--- config.mk ---
export PLATFORM = sky130hd
export DESIGN_NAME = ictl_port_decoder
export DESIGN_NICKNAME = d
export VERILOG_FILES = /design/src/rtl/ictl_pkg.sv /design/src/rtl/ictl_prio_pick.sv /design/src/rtl/ictl_init_seq.sv /design/src/rtl/ictl_port_decoder.sv
export SDC_FILE = /design/constraint.sdc
export NUM_CORES = 1
export LEC_CHECK = 0
export BUFFER_PORTS_ARGS = -buffer_cell sky130_fd_sc_hd__buf_4
export CAP_MARGIN = 15
export CORE_MARGIN = 5
export CORE_UTILIZATION = 52
export DETAILED_ROUTE_END_ITERATION = 10
export PLACE_DENSITY = 0.79
export SLEW_MARGIN = 20
export SYNTH_ARGS = -nofsm -noshare
export SYNTH_HDL_FRONTEND = slang
export SYNTH_HIERARCHICAL = 1
export SYNTH_SLANG_ARGS = --single-unit
export TNS_END_PERCENT = 20
--- constraint.sdc ---
create_clock -name clk -period 5.2 [get_ports clk]
set_clock_uncertainty 0.1 [all_clocks]
set_input_delay 0 -clock clk [delete_from_list [all_inputs] [get_ports clk]]
set_output_delay 0 -clock clk [all_outputs]
set_load 0.02 [all_outputs]
--- src/rtl/ictl_pkg.sv ---
package ictl_pkg;
    localparam int DATA_W = 8;
    localparam int LINES  = 8;
    localparam int IDX_W  = $clog2(LINES);

    typedef enum logic [1:0] {
        ST_READY        = 2'd0,
        ST_WAIT_BASE    = 2'd1,
        ST_WAIT_CASCADE = 2'd2,
        ST_WAIT_MODE    = 2'd3
    } init_st_t;

    typedef enum logic [2:0] {
        OP_ROT_OFF   = 3'd0,
        OP_EOI_TOP   = 3'd1,
        OP_NOP       = 3'd2,
        OP_EOI_IDX   = 3'd3,
        OP_ROT_ON    = 3'd4,
        OP_EOI_TOP_R = 3'd5,
        OP_SET_BASE  = 3'd6,
        OP_EOI_IDX_R = 3'd7
    } op_code_t;
endpackage

--- src/rtl/ictl_prio_pick.sv ---
module ictl_prio_pick #(
    parameter int W  = 8,
    parameter int IW = 3
) (
    input  logic [W-1:0]  bits,
    input  logic [IW-1:0] base,
    output logic          any,
    output logic [IW-1:0] idx
);
    logic [IW-1:0] pos [W];

    // rotated scan positions, one per rank
    genvar g;
    generate
        for (g = 0; g < W; g++) begin : g_pos
            assign pos[g] = IW'(base + IW'(g));
        end
    endgenerate

    always_comb begin
        any = 1'b0;
        idx = '0;
        for (int k = W - 1; k >= 0; k--) begin
            if (bits[pos[k]]) begin
                any = 1'b1;
                idx = pos[k];
            end
        end
    end
endmodule

--- src/rtl/ictl_init_seq.sv ---
module ictl_init_seq
    import ictl_pkg::*;
(
    input  logic     clk,
    input  logic     rst_n,
    input  logic     start,
    input  logic     data_wr,
    input  logic     want_mode,
    output init_st_t st,
    output logic     take_base,
    output logic     take_mode,
    output logic     take_mask
);
    init_st_t nxt;

    always_ff @(posedge clk or negedge rst_n) begin
        if (!rst_n) st <= ST_READY;
        else        st <= nxt;
    end

    always_comb begin
        nxt = st;
        if (start) begin
            nxt = ST_WAIT_BASE;
        end else if (data_wr) begin
            unique case (st)
                ST_READY:        nxt = ST_READY;
                ST_WAIT_BASE:    nxt = ST_WAIT_CASCADE;
                ST_WAIT_CASCADE: nxt = want_mode ? ST_WAIT_MODE : ST_READY;
                ST_WAIT_MODE:    nxt = ST_READY;
            endcase
        end
    end

    always_comb begin
        take_base = 1'b0;
        take_mode = 1'b0;
        take_mask = 1'b0;
        if (data_wr && !start) begin
            unique case (st)
                ST_READY:        take_mask = 1'b1;
                ST_WAIT_BASE:    take_base = 1'b1;
                ST_WAIT_CASCADE: ;
                ST_WAIT_MODE:    take_mode = 1'b1;
            endcase
        end
    end
endmodule

--- src/rtl/ictl_port_decoder.sv ---
module ictl_port_decoder
    import ictl_pkg::*;
#(
    parameter bit          IS_SECONDARY  = 1'b0,
    parameter logic [7:0]  PRI_TRIG_MASK = 8'hF8,
    parameter logic [7:0]  SEC_TRIG_MASK = 8'hDE
) (
    input  logic         clk,
    input  logic         rst_n,
    input  logic         bus_wr,
    input  logic         bus_rd,
    input  logic         bus_addr,
    input  logic         bus_trig_sel,
    input  logic [7:0]   bus_wdata,
    output logic [7:0]   bus_rdata,
    input  logic [7:0]   core_irr,
    input  logic [7:0]   core_isr,
    input  logic         core_pend_valid,
    input  logic [2:0]   core_pend_idx,
    output logic         slice_init,
    output logic [7:0]   mask_reg,
    output logic [7:0]   vector_base,
    output logic         nest_mode,
    output logic         auto_eoi,
    output logic         rot_on_aeoi,
    output logic         special_mask,
    output logic [2:0]   prio_base,
    output logic [7:0]   trig_mode,
    output logic         isr_clr,
    output logic [2:0]   isr_clr_idx,
    output logic         irr_clr
);
    localparam logic [DATA_W-1:0] TRIG_MASK = IS_SECONDARY ? SEC_TRIG_MASK : PRI_TRIG_MASK;
    localparam logic [DATA_W-1:0] BASE_MASK = ~DATA_W'(LINES - 1);
    localparam logic [DATA_W-1:0] NO_PEND   = DATA_W'(LINES - 1);

    // bus decode
    logic     wr_cmd, wr_dat, wr_trig;
    logic     is_init, is_mode, is_op;
    logic     poll_rd;
    op_code_t op;

    assign wr_cmd  = bus_wr && !bus_trig_sel && !bus_addr;
    assign wr_dat  = bus_wr && !bus_trig_sel &&  bus_addr;
    assign wr_trig = bus_wr &&  bus_trig_sel;
    assign is_init = wr_cmd &&  bus_wdata[4];
    assign is_mode = wr_cmd && !bus_wdata[4] &&  bus_wdata[3];
    assign is_op   = wr_cmd && !bus_wdata[4] && !bus_wdata[3];
    assign op      = op_code_t'(bus_wdata[7:5]);

    // state
    logic [7:0] imr_q, base_q, trig_q;
    logic       nest_q, aeoi_q, rot_q, smm_q, rdsel_q, poll_q, want_q;
    logic [2:0] pb_q;
    logic       init_q, isrclr_q, irrclr_q;
    logic [2:0] clridx_q;

    init_st_t seq_st;
    logic     take_base, take_mode, take_mask;

    ictl_init_seq u_seq (
        .clk       (clk),
        .rst_n     (rst_n),
        .start     (is_init),
        .data_wr   (wr_dat),
        .want_mode (want_q),
        .st        (seq_st),
        .take_base (take_base),
        .take_mode (take_mode),
        .take_mask (take_mask)
    );

    logic       top_any;
    logic [2:0] top_idx;

    ictl_prio_pick #(.W(LINES), .IW(IDX_W)) u_pick (
        .bits (core_isr),
        .base (pb_q),
        .any  (top_any),
        .idx  (top_idx)
    );

    // operation-code effects
    logic       op_clr;
    logic [2:0] op_idx;
    logic       op_pb_wr;
    logic [2:0] op_pb;
    logic       op_rot_wr;

    always_comb begin
        op_clr    = 1'b0;
        op_idx    = bus_wdata[2:0];
        op_pb_wr  = 1'b0;
        op_pb     = bus_wdata[2:0] + 3'd1;
        op_rot_wr = 1'b0;
        unique case (op)
            OP_ROT_OFF, OP_ROT_ON: op_rot_wr = 1'b1;
            OP_EOI_TOP: begin
                op_clr = top_any;
                op_idx = top_idx;
            end
            OP_EOI_TOP_R: begin
                op_clr   = top_any;
                op_idx   = top_idx;
                op_pb_wr = top_any;
                op_pb    = top_idx + 3'd1;
            end
            OP_EOI_IDX:   op_clr = 1'b1;
            OP_SET_BASE:  op_pb_wr = 1'b1;
            OP_EOI_IDX_R: begin
                op_clr   = 1'b1;
                op_pb_wr = 1'b1;
            end
            OP_NOP: ;
        endcase
    end

    assign poll_rd = bus_rd && !bus_trig_sel && poll_q;

    always_ff @(posedge clk or negedge rst_n) begin
        if (!rst_n) begin
            imr_q    <= '0;
            base_q   <= '0;
            trig_q   <= '0;
            nest_q   <= 1'b0;
            aeoi_q   <= 1'b0;
            rot_q    <= 1'b0;
            smm_q    <= 1'b0;
            rdsel_q  <= 1'b0;
            poll_q   <= 1'b0;
            want_q   <= 1'b0;
            pb_q     <= '0;
            init_q   <= 1'b0;
            isrclr_q <= 1'b0;
            irrclr_q <= 1'b0;
            clridx_q <= '0;
        end else begin
            init_q   <= is_init;
            isrclr_q <= 1'b0;
            irrclr_q <= 1'b0;
            if (wr_trig) trig_q <= bus_wdata & TRIG_MASK;
            if (is_init) begin
                imr_q   <= '0;
                base_q  <= '0;
                nest_q  <= 1'b0;
                aeoi_q  <= 1'b0;
                rot_q   <= 1'b0;
                smm_q   <= 1'b0;
                rdsel_q <= 1'b0;
                poll_q  <= 1'b0;
                pb_q    <= '0;
                want_q  <= bus_wdata[0];
            end else begin
                if (take_mask) imr_q  <= bus_wdata;
                if (take_base) base_q <= bus_wdata & BASE_MASK;
                if (take_mode) begin
                    nest_q <= bus_wdata[4];
                    aeoi_q <= bus_wdata[1];
                end
                if (poll_rd) begin
                    poll_q <= 1'b0;
                    if (core_pend_valid) begin
                        isrclr_q <= 1'b1;
                        irrclr_q <= 1'b1;
                        clridx_q <= core_pend_idx;
                    end
                end
                if (is_mode) begin
                    if (bus_wdata[2]) poll_q  <= 1'b1;
                    if (bus_wdata[1]) rdsel_q <= bus_wdata[0];
                    if (bus_wdata[6]) smm_q   <= bus_wdata[5];
                end
                if (is_op) begin
                    if (op_rot_wr) rot_q <= bus_wdata[7];
                    if (op_pb_wr)  pb_q  <= op_pb;
                    if (op_clr) begin
                        isrclr_q <= 1'b1;
                        irrclr_q <= 1'b0;
                        clridx_q <= op_idx;
                    end
                end
            end
        end
    end

    // read mux
    always_comb begin
        bus_rdata = '0;
        if (bus_rd) begin
            if (bus_trig_sel)       bus_rdata = trig_q;
            else if (poll_q)        bus_rdata = core_pend_valid ? {5'b0, core_pend_idx} : NO_PEND;
            else if (bus_addr)      bus_rdata = imr_q;
            else if (rdsel_q)       bus_rdata = core_isr;
            else                    bus_rdata = core_irr;
        end
    end

    assign slice_init   = init_q;
    assign mask_reg     = imr_q;
    assign vector_base  = base_q;
    assign nest_mode    = nest_q;
    assign auto_eoi     = aeoi_q;
    assign rot_on_aeoi  = rot_q;
    assign special_mask = smm_q;
    assign prio_base    = pb_q;
    assign trig_mode    = trig_q;
    assign isr_clr      = isrclr_q;
    assign isr_clr_idx  = clridx_q;
    assign irr_clr      = irrclr_q;
endmodule

==> results.json, run 1 <==
{
  "status": "complete, no violations",
  "die_w_um": 84.0,
  "cts_tree": "yes",
  "drive_above_1_share_pct": 30.1,
  "antenna_cells": 0,
  "grt_max_degree": 37,
  "yosysSeqAreaShare_pct": 31.6,
  "grt_pass1_wl_um": 12600,
  "synth_fa_ha_area_share_pct": 3.08,
  "num_vias": 2504,
  "yosys.area_share.xor_xnor_pct": 1.23,
  "antenna_found_initial": 0,
  "ir_drop_mv": 0.243,
  "crit_fanout": 17,
  "place_congestion": 0.885,
  "max_freq_mhz": 252,
  "yosysWarnings": 6,
  "critPathRequiredTime_ns": 5.26,
  "synthFlopType": "dfrtp_1",
  "synth_top_area_share_pct": 31.6,
  "crit_path_end_kind": "flop",
  "tightest_slew_ns": 0.758,
  "r2r_slack_ns": 1.23,
  "synth_edf_count": 0,
  "syn_inst": 290,
  "maxCapViolCount": 0,
  "yosys.area.top_type": "dfrtp_1",
  "dp_slack_ns": 1.24,
  "utilization_pct": 67.0,
  "yosys.area_share.simple_pct": 16.6,
  "powerDensity_mw_per_mm2": 300,
  "die_h_um": 84.0,
  "setup.worst_path.class": "flop to flop",
  "io_pins": 79,
  "wl_per_cell_um": 16.9,
  "slowest_stage": "dfrtp_1",
  "num_rows": 27,
  "clkTransAtPathRegs_ns": 0.07,
  "fin_ws_ns": 1.23,
  "cts_setup_buffers": 0,
  "setup_viol": 0,
  "first_iter_violations": 177,
  "synth_area_mm2": 0.00285,
  "synthMuxAreaShare_pct": 28.5,
  "synth_area_leaders": "dfrtp_1 32%, mux2i_1 13%, mux2_2 5.9%, mux4_1 4.6%, nor2_1 4.1%",
  "worst_path_largest_cell_delay_ns": 0.75,
  "overflow": 0,
  "synth_top_family_by_area": "multiplexers",
  "slew_headroom_pct": 49.5,
  "firstDrtPassIters": 4,
  "root_buffer": "clkbuf_8",
  "hold_viol_final": 0,
  "drcViolationCount": 0,
  "core_area_mm2": 0.00541,
  "cts_made_buffers": 5,
  "worstPathArrival_ns": 4.03,
  "synth_seq_cells": 36,
  "die_area_mm2": 0.00705,
  "ys_types": 57,
  "async_flop_share_pct": 100,
  "cellLeakagePower_nw": 1.63,
  "finalMaxSlewViolations": 0,
  "fin_crit_ns": 3.97,
  "startpoint_type": "flop",
  "largest_reg_flops": 8,
  "hpwl_um": 5660,
  "clock_latency_ns": 0.28,
  "clk_path_buf_depth": 2,
  "synth_compound_area_share_pct": 12.8,
  "grt_pass1_vias": 2599,
  "final.setup.tns_ns": 0,
  "nets": 406,
  "synth.avg_cell_area_um2": 9.82,
  "cts.sinks": 36,
  "io_buffers": 72,
  "crit_path_frequent_cell": "ha_1",
  "finalHoldWorstSlack_ns": 0.0333,
  "area_delta_synth_final_pct": 27.2,
  "viasPerCell": 5.73,
  "total_power_mw": 1.09,
  "worstPathCellList": "inv_1 -> ha_1 -> mux4_1 -> mux2_4 -> o21ai_2 -> a31oi_1 -> o21bai_1 -> mux2_1 -> mux2_2 -> ha_1 -> mux2i_1 -> nor2_1",
  "period_share_pct": 76.3,
  "start_util_pct": 52.7,
  "finalWirelength_um": 7400,
  "grtUsageTotal_pct": 21.6,
  "ctsHtreeMaxLevel": 2,
  "drtAntennaViolNets": 0,
  "rsz0062_at_grt": "no",
  "hold_path_class": "input port to flop"
}
## routing by layer
metal / GRT usage (%) / wire length [um] / vias up
li1: - / - / 1197
met1: 26.6 / 2950 / 1221
met2: 38.8 / 3870 / 77
met3: 4.15 / 462 / 9
met4: 5.41 / 110 / 0
met5: 0 / 0 / -
## repair_timing
item,4_1_cts,5_1_grt
hold endpoints to repair,64,0
gates resized for setup,0,0
hold buffers,14,0
## final cells by class
| cell class | count | area (um^2) |
|---|---|---|
| Tap cell | 72 | 90.1 |
| Clock buffer | 7 | 96.3 |
| Inverter | 10 | 37.5 |
| Multi-Input combinational cell | 225 | 1810 |
| Timing Repair Buffer | 87 | 688 |
| Sequential cell | 36 | 901 |
| Fill cell | 421 | 1790 |
## logic make-up after synthesis
| logic type | count (synthesis) |
|---|---|
| AND/OR/NAND/NOR | 88 |
| multiplexers | 64 |
| AO/OA/AOI/OAI | 56 |
| flip-flops | 36 |
| buffers and inverters | 34 |
| adder cells (fa/ha/maj) | 7 |
| XOR/XNOR | 4 |
| other | 1 |
## per-stage QoR
stage	instance area, um^2	cells
6_report	3620	437
5_1_grt	3620	437
4_1_cts	3620	437
3_5_place_dp	3380	416
3_3_place_gp	3380	416
2_1_floorplan	2870	295
## worst max-delay path: cells and delay by family (launching register included)
family / cells / cell delay [ns]
compound gates: 3 / 0.36
flops: 1 / 0.75
fa+ha+maj: 2 / 0.80
buf+inv: 1 / 0.25
mux: 5 / 1.53
simple gates: 1 / 0.06
## placed cells by master, fill, tap and decap left out, types with 8 or more instances in the layout
cell type      netlist  final
buf_4                9     73
mux2i_1             36     36
dfrtp_1             36     36
nor2_1              31     31
nand2_1             19     19
o21ai_0             17     17
mux2_2              15     15
dlygate4sd3_1        0     14
inv_1               10     10
nor2b_1              9      9
a21oi_1              8      8
## where the power goes
group | total, mW | switching (mW) | internal (mW)
Sequential | 0.388 | 0.0555 | 0.332
Clock | 0.210 | 0.0924 | 0.118
Combinational | 0.488 | 0.260 | 0.228
## path summary, 6_finish.rpt
| kind | start | endpoint | cells past startpoint |
|---|---|---|---|
| max in group asynchronous | rst_n | trig_mode[6] | 2 |
| setup / recovery | prio_base[1] | prio_base[1] | 12 |
| hold / removal | bus_wr | mask_reg[6] | 3 |
| hold reg to reg | vector_base[5] | vector_base[5] | 2 |
| min in group asynchronous | rst_n | mask_reg[4] | 2 |
| setup reg to reg | prio_base[1] | prio_base[1] | 12 |
## cell usage after synthesis (all sizes together), types with 2 or more instances
master / number
a21oi: 8
nor2: 31
and2: 5
clkbuf: 8
nand3: 4
nor3: 4
buf: 16
a211oi: 3
nand2b: 2
nor4b: 3
o22ai: 4
xor2: 2
dfrtp: 36
xnor2: 2
o211ai: 2
mux2: 18
nor2b: 10
a22oi: 6
o21ai: 19
mux4: 10
mux2i: 36
a311oi: 2
ha: 7
a31oi: 3
nand2: 19
nor4: 2
inv: 10
No activity file was read; power rests on OpenSTA's default activity.
==> run 2: changes to the inputs <==
CORE_UTILIZATION = 48   (was 52)
PLACE_DENSITY = 0.77   (was 0.79)
clock period = 3.3 ns   (was 5.2 ns; I/O delays follow)
==> results.json, run 2 (synthesis gave the netlist of run 1 again) <==
{
  "wl_met1_um": 3040,
  "hold_viol_final": 0,
  "firstDrtPassIters": 4,
  "finalWirelength_um": 7720,
  "grt_max_degree": 37,
  "r2r-start": "prio_base[0]",
  "largest_reg_flops": 8,
  "root_buffer": "clkbuf_8",
  "critPathRequiredTime_ns": 3.35,
  "multi_input_comb_area_mm2": 0.00185,
  "startpoint_type": "flop",
  "cts.sinks": 36,
  "layout_commonest_cell": "buf_4",
  "clock_latency_ns": 0.28,
  "grt_pass1_wl_um": 12200,
  "fin_area_mm2": 0.00371,
  "r2r-end": "prio_base[1]",
  "nets": 412,
  "maxCapViolCount": 0,
  "period_share_pct": 97.4,
  "finalMaxSlewViolations": 0,
  "hold_path_class": "input port to flop",
  "die_w_um": 87.0,
  "setup_viol": 0,
  "start_util_pct": 48.7,
  "combinationalPowerShare_pct": 47.3,
  "grtUsageTotal_pct": 20.0,
  "antenna_cells": 0,
  "highest_layer": "met4",
  "fin_crit_ns": 3.21,
  "clk_path_buf_depth": 2,
  "powerDensity_mw_per_mm2": 473,
  "seq_area_um2": 903,
  "max_freq_mhz": 311,
  "crit_start": "prio_base[0]",
  "tightest_slew_ns": 0.608,
  "drcViolationCount": 0,
  "pwr-share-seq_pct": 34.1,
  "num-fill-cells": 451,
  "crit_path_end_kind": "flop",
  "place_congestion": 0.897,
  "intPower_mw": 1.08,
  "cellLeakagePower_nw": 1.66,
  "utilization_pct": 63.4,
  "rsz0062_at_grt": "no",
  "num_vias": 2567,
  "place_area_mm2": 0.00346,
  "clkTransAtPathRegs_ns": 0.07,
  "wl_per_cell_um": 17.3,
  "core_area_mm2": 0.00585,
  "wl_met2_um": 4140,
  "p_sw_share_pct": 38.4,
  "worstPathArrival_ns": 3.27,
  "hpwl_um": 5830,
  "drtAntennaViolNets": 0,
  "endpoint": "prio_base[1]",
  "antenna_found_initial": 0,
  "first_iter_violations": 111,
  "p_switching_mw": 0.673,
  "cts_tree": "yes",
  "viasPerCell": 5.74,
  "finalHoldWorstSlack_ns": 0.0166,
  "met3_length_um": 442,
  "ctsHtreeMaxLevel": 2,
  "io_buffers": 72,
  "die_h_um": 87.0,
  "die_area_mm2": 0.00757,
  "status": "complete, no violations",
  "clockPowerShare_pct": 18.6,
  "crit_fanout": 14,
  "drive_above_1_share_pct": 33.9,
  "area_delta_synth_final_pct": 30.3,
  "slew_headroom_pct": 58.9,
  "ir_drop_mv": 0.429,
  "overflow": 0,
  "reg2reg_depth": 10,
  "mostFrequentLayoutCells": "81 x buf_4, 36 x mux2i_1, 34 x dfrtp_1, 31 x nor2_1, 19 x nand2_1",
  "setup.worst_path.class": "flop to flop",
  "r2r_slack_ns": 0.09,
  "grt_pass1_vias": 2531,
  "io_pins": 79,
  "cts_made_buffers": 5,
  "num_rows": 28
}
==> run 2: changes by cell type in the layout (fill, tap and decap cells not counted), moves of 2 or more <==
cell           change
ha_1               -3
buf_4              +8
dfrtp_2            +2
dfrtp_1            -2
ha_4               +2
dlygate4sd3_1      -3
==> run 2: final cells by class <==
class / count / share of cell area [%]
repair buffers: 93 / 19.7
clock buffers: 7 / 2.33
flip-flops and latches: 36 / 24.4
clock inverters: 1 / 0.202
multi-input cells: 225 / 49.8
inverters: 10 / 1.15
well taps: 75 / 2.53
==> run 2: metrics by stage <==
stage	setup slack (ns)	setup TNS, ns	power (mW)	instances
2_1_floorplan	-0.0543	-0.104	1.12	295
3_3_place_gp	0.157	0	1.39	424
3_5_place_dp	0.110	0	1.40	424
4_1_cts	0.0929	0	1.74	443
5_1_grt	0.00278	0	1.85	447
6_report	0.0871	0	1.75	447
==> run 2: worst min-delay path by stage <==
stage | startpoint | end | slack (ns) | cells after the start
2_1_floorplan | rst_n | auto_eoi | -0.40 | 0
3_3_place_gp | rst_n | mask_reg[3] | -0.12 | 1
3_5_place_dp | rst_n | mask_reg[3] | -0.12 | 1
4_1_cts | core_pend_idx[2] | isr_clr_idx[2] | 0.02 | 3
5_1_grt | core_pend_idx[2] | isr_clr_idx[2] | 0.01 | 3
6_report | core_pend_idx[2] | isr_clr_idx[2] | 0.02 | 3
==> run 2: layer usage <==
metal / vias to the layer above / GRT usage (%)
met4: 0 / 4.82
met3: 8 / 3.60
met5: - / 0
met1: 1256 / 23.9
met2: 92 / 37.0
li1: 1211 / -
==> run 2: power by group through the flow <==
stage	Combinational, mW	Clock, mW	Sequential [mW]
final	0.830	0.326	0.597
after global routing	0.894	0.349	0.609
after global placement	0.783	0	0.604
after CTS	0.810	0.332	0.598
after detailed placement	0.797	0	0.604
after floorplan	0.449	0	0.675
==> run 2: critical path, stage by stage, from the launching register on <==
cell     delay (ns)
dfrtp_2        0.39
buf_6          0.18
mux4_1         0.59
buf_4          0.17
nor4_1         0.53
nor2_1         0.08
mux2_1         0.32
mux2_4         0.30
ha_4           0.23
mux2i_1        0.13
nor2_1         0.06
==> run 2: timing repair <==
item	in CTS	in global routing
setup buffers	0	4
endpoints found under the setup margin	0	3
hold buffers	11	0
hold endpoints to repair	63	0
gates resized for setup	0	3
==> run 3: changes to the inputs <==
MAX_ROUTING_LAYER = met4   (was unset)
==> results.json, run 3 (synthesis gave the netlist of run 1 again) <==
{
  "p_sw_share_pct": 37.5,
  "io_buffers": 72,
  "utilization_pct": 64.4,
  "fin_ws_ns": 0.138,
  "drive_above_1_share_pct": 34.7,
  "antenna_cells": 0,
  "cellLeakagePower_nw": 1.70,
  "ir_drop_mv": 0.393,
  "setup.worst_path.class": "flop to flop",
  "p_switching_mw": 0.684,
  "critPathRequiredTime_ns": 3.38,
  "tightest_slew_ns": 0.872,
  "grtUsageTotal_pct": 22.1,
  "layout_commonest_cell": "buf_4",
  "period_share_pct": 95.8,
  "place_congestion": 0.933,
  "combinationalPowerShare_pct": 46.3,
  "die_area_mm2": 0.00757,
  "first_iter_violations": 183,
  "max_freq_mhz": 316,
  "finalWirelength_um": 7930,
  "num-fill-cells": 457,
  "root_buffer": "clkbuf_8",
  "cts.sinks": 36,
  "nets": 418,
  "clockPowerShare_pct": 20.9,
  "viasPerCell": 5.70,
  "seq_area_um2": 903,
  "maxCapViolCount": 0,
  "core_area_mm2": 0.00585,
  "grt_pass1_wl_um": 13000,
  "drtAntennaViolNets": 0,
  "num_rows": 28,
  "status": "complete, no violations",
  "die_h_um": 87.0,
  "setup_viol": 0,
  "final.setup.tns_ns": 0,
  "fin_crit_ns": 3.16,
  "mostFrequentLayoutCells": "84 x buf_4, 36 x mux2i_1, 34 x dfrtp_1, 31 x nor2_1, 19 x nand2_1",
  "firstDrtPassIters": 4,
  "startpoint_type": "flop",
  "hold_path_class": "input port to flop",
  "dp_slack_ns": 0.107,
  "multi_input_comb_area_mm2": 0.00185,
  "clkTransAtPathRegs_ns": 0.07,
  "clk_path_buf_depth": 2,
  "crit_fanout": 7,
  "area_delta_synth_final_pct": 32.4,
  "hold_viol_final": 0,
  "slew_headroom_pct": 41.8,
  "num_vias": 2584,
  "start_util_pct": 48.7,
  "cts_tree": "yes",
  "hpwl_um": 5890,
  "place_area_mm2": 0.00348,
  "powerDensity_mw_per_mm2": 484,
  "fin_area_mm2": 0.00377,
  "rsz0062_at_grt": "yes",
  "grt_pass1_vias": 2626,
  "drcViolationCount": 0,
  "worstPathArrival_ns": 3.24,
  "clock_latency_ns": 0.29,
  "ctsHtreeMaxLevel": 2,
  "die_w_um": 87.0,
  "largest_reg_flops": 8,
  "antenna_found_initial": 0,
  "crit_path_end_kind": "flop",
  "wl_per_cell_um": 17.5,
  "finalMaxSlewViolations": 0,
  "intPower_mw": 1.14,
  "pwr-share-seq_pct": 32.9,
  "overflow": 0,
  "io_pins": 79,
  "cts_made_buffers": 5,
  "grt_max_degree": 37
}
## run 3: layout make-up
class,instances,share of cell area [%]
multi-input cells,225,49.0
flip-flops and latches,36,24.0
repair buffers,99,20.6
well taps,75,2.49
clock buffers,6,1.92
inverters,10,1.13
clock inverters,2,0.929
## run 3: worst paths after layout
path / startpoint / end / slack (ns) / cells past startpoint
max in group asynchronous: rst_n / prio_base[1] / 2.64 / 2
setup / recovery: prio_base[0] / prio_base[2] / 0.14 / 11
min in group asynchronous: rst_n / mask_reg[4] / 0.09 / 2
hold / removal: bus_wr / slice_init / 0.03 / 2
setup reg to reg: prio_base[0] / prio_base[2] / 0.14 / 11
hold reg to reg: vector_base[7] / vector_base[7] / 0.43 / 2
## run 3: worst max-delay path, cell delays in order, from the launching register on
cell	delay [ns]
dfrtp_2	0.39
buf_4	0.18
mux4_1	0.59
buf_4	0.18
mux2_2	0.31
a211o_1	0.30
o221ai_1	0.19
nor2_1	0.09
mux2_2	0.30
ha_4	0.16
xnor2_1	0.11
a21o_1	0.15
## run 3: metal layers
layer | up-vias | GRT usage (%) | part of all wire, %
met5 | - | - | 0
met4 | 0 | 5.38 | 1.2
met3 | 14 | 3.97 | 4.9
met2 | 90 | 38.2 | 52
met1 | 1256 | 26.8 | 42
li1 | 1224 | - | -
## run 3: timing repair
action                     4_1_cts  5_1_grt
buffers inserted                 0        5
hold endpoints to repair        65        0
setup endpoints to repair        0        4
resized for setup                0        4
hold buffers                    14        0
## run 3: power groups by stage
stage	Combinational [mW]	Clock, mW	Sequential (mW)
floorplan	0.449	0	0.675
CTS	0.822	0.386	0.601
detailed placement	0.807	0	0.607
finish	0.844	0.381	0.600
global placement	0.790	0	0.604
global route	0.911	0.408	0.611
## run 3: metrics by stage
| step | std cells | hold WS (ns) | total power [mW] |
|---|---|---|---|
| 6_report | 453 | 0.0282 | 1.82 |
| 5_1_grt | 453 | 0.0277 | 1.93 |
| 4_1_cts | 448 | 0.0252 | 1.81 |
| 3_5_place_dp | 426 | -0.115 | 1.41 |
| 3_3_place_gp | 426 | -0.119 | 1.39 |
| 2_1_floorplan | 295 | -0.396 | 1.12 |
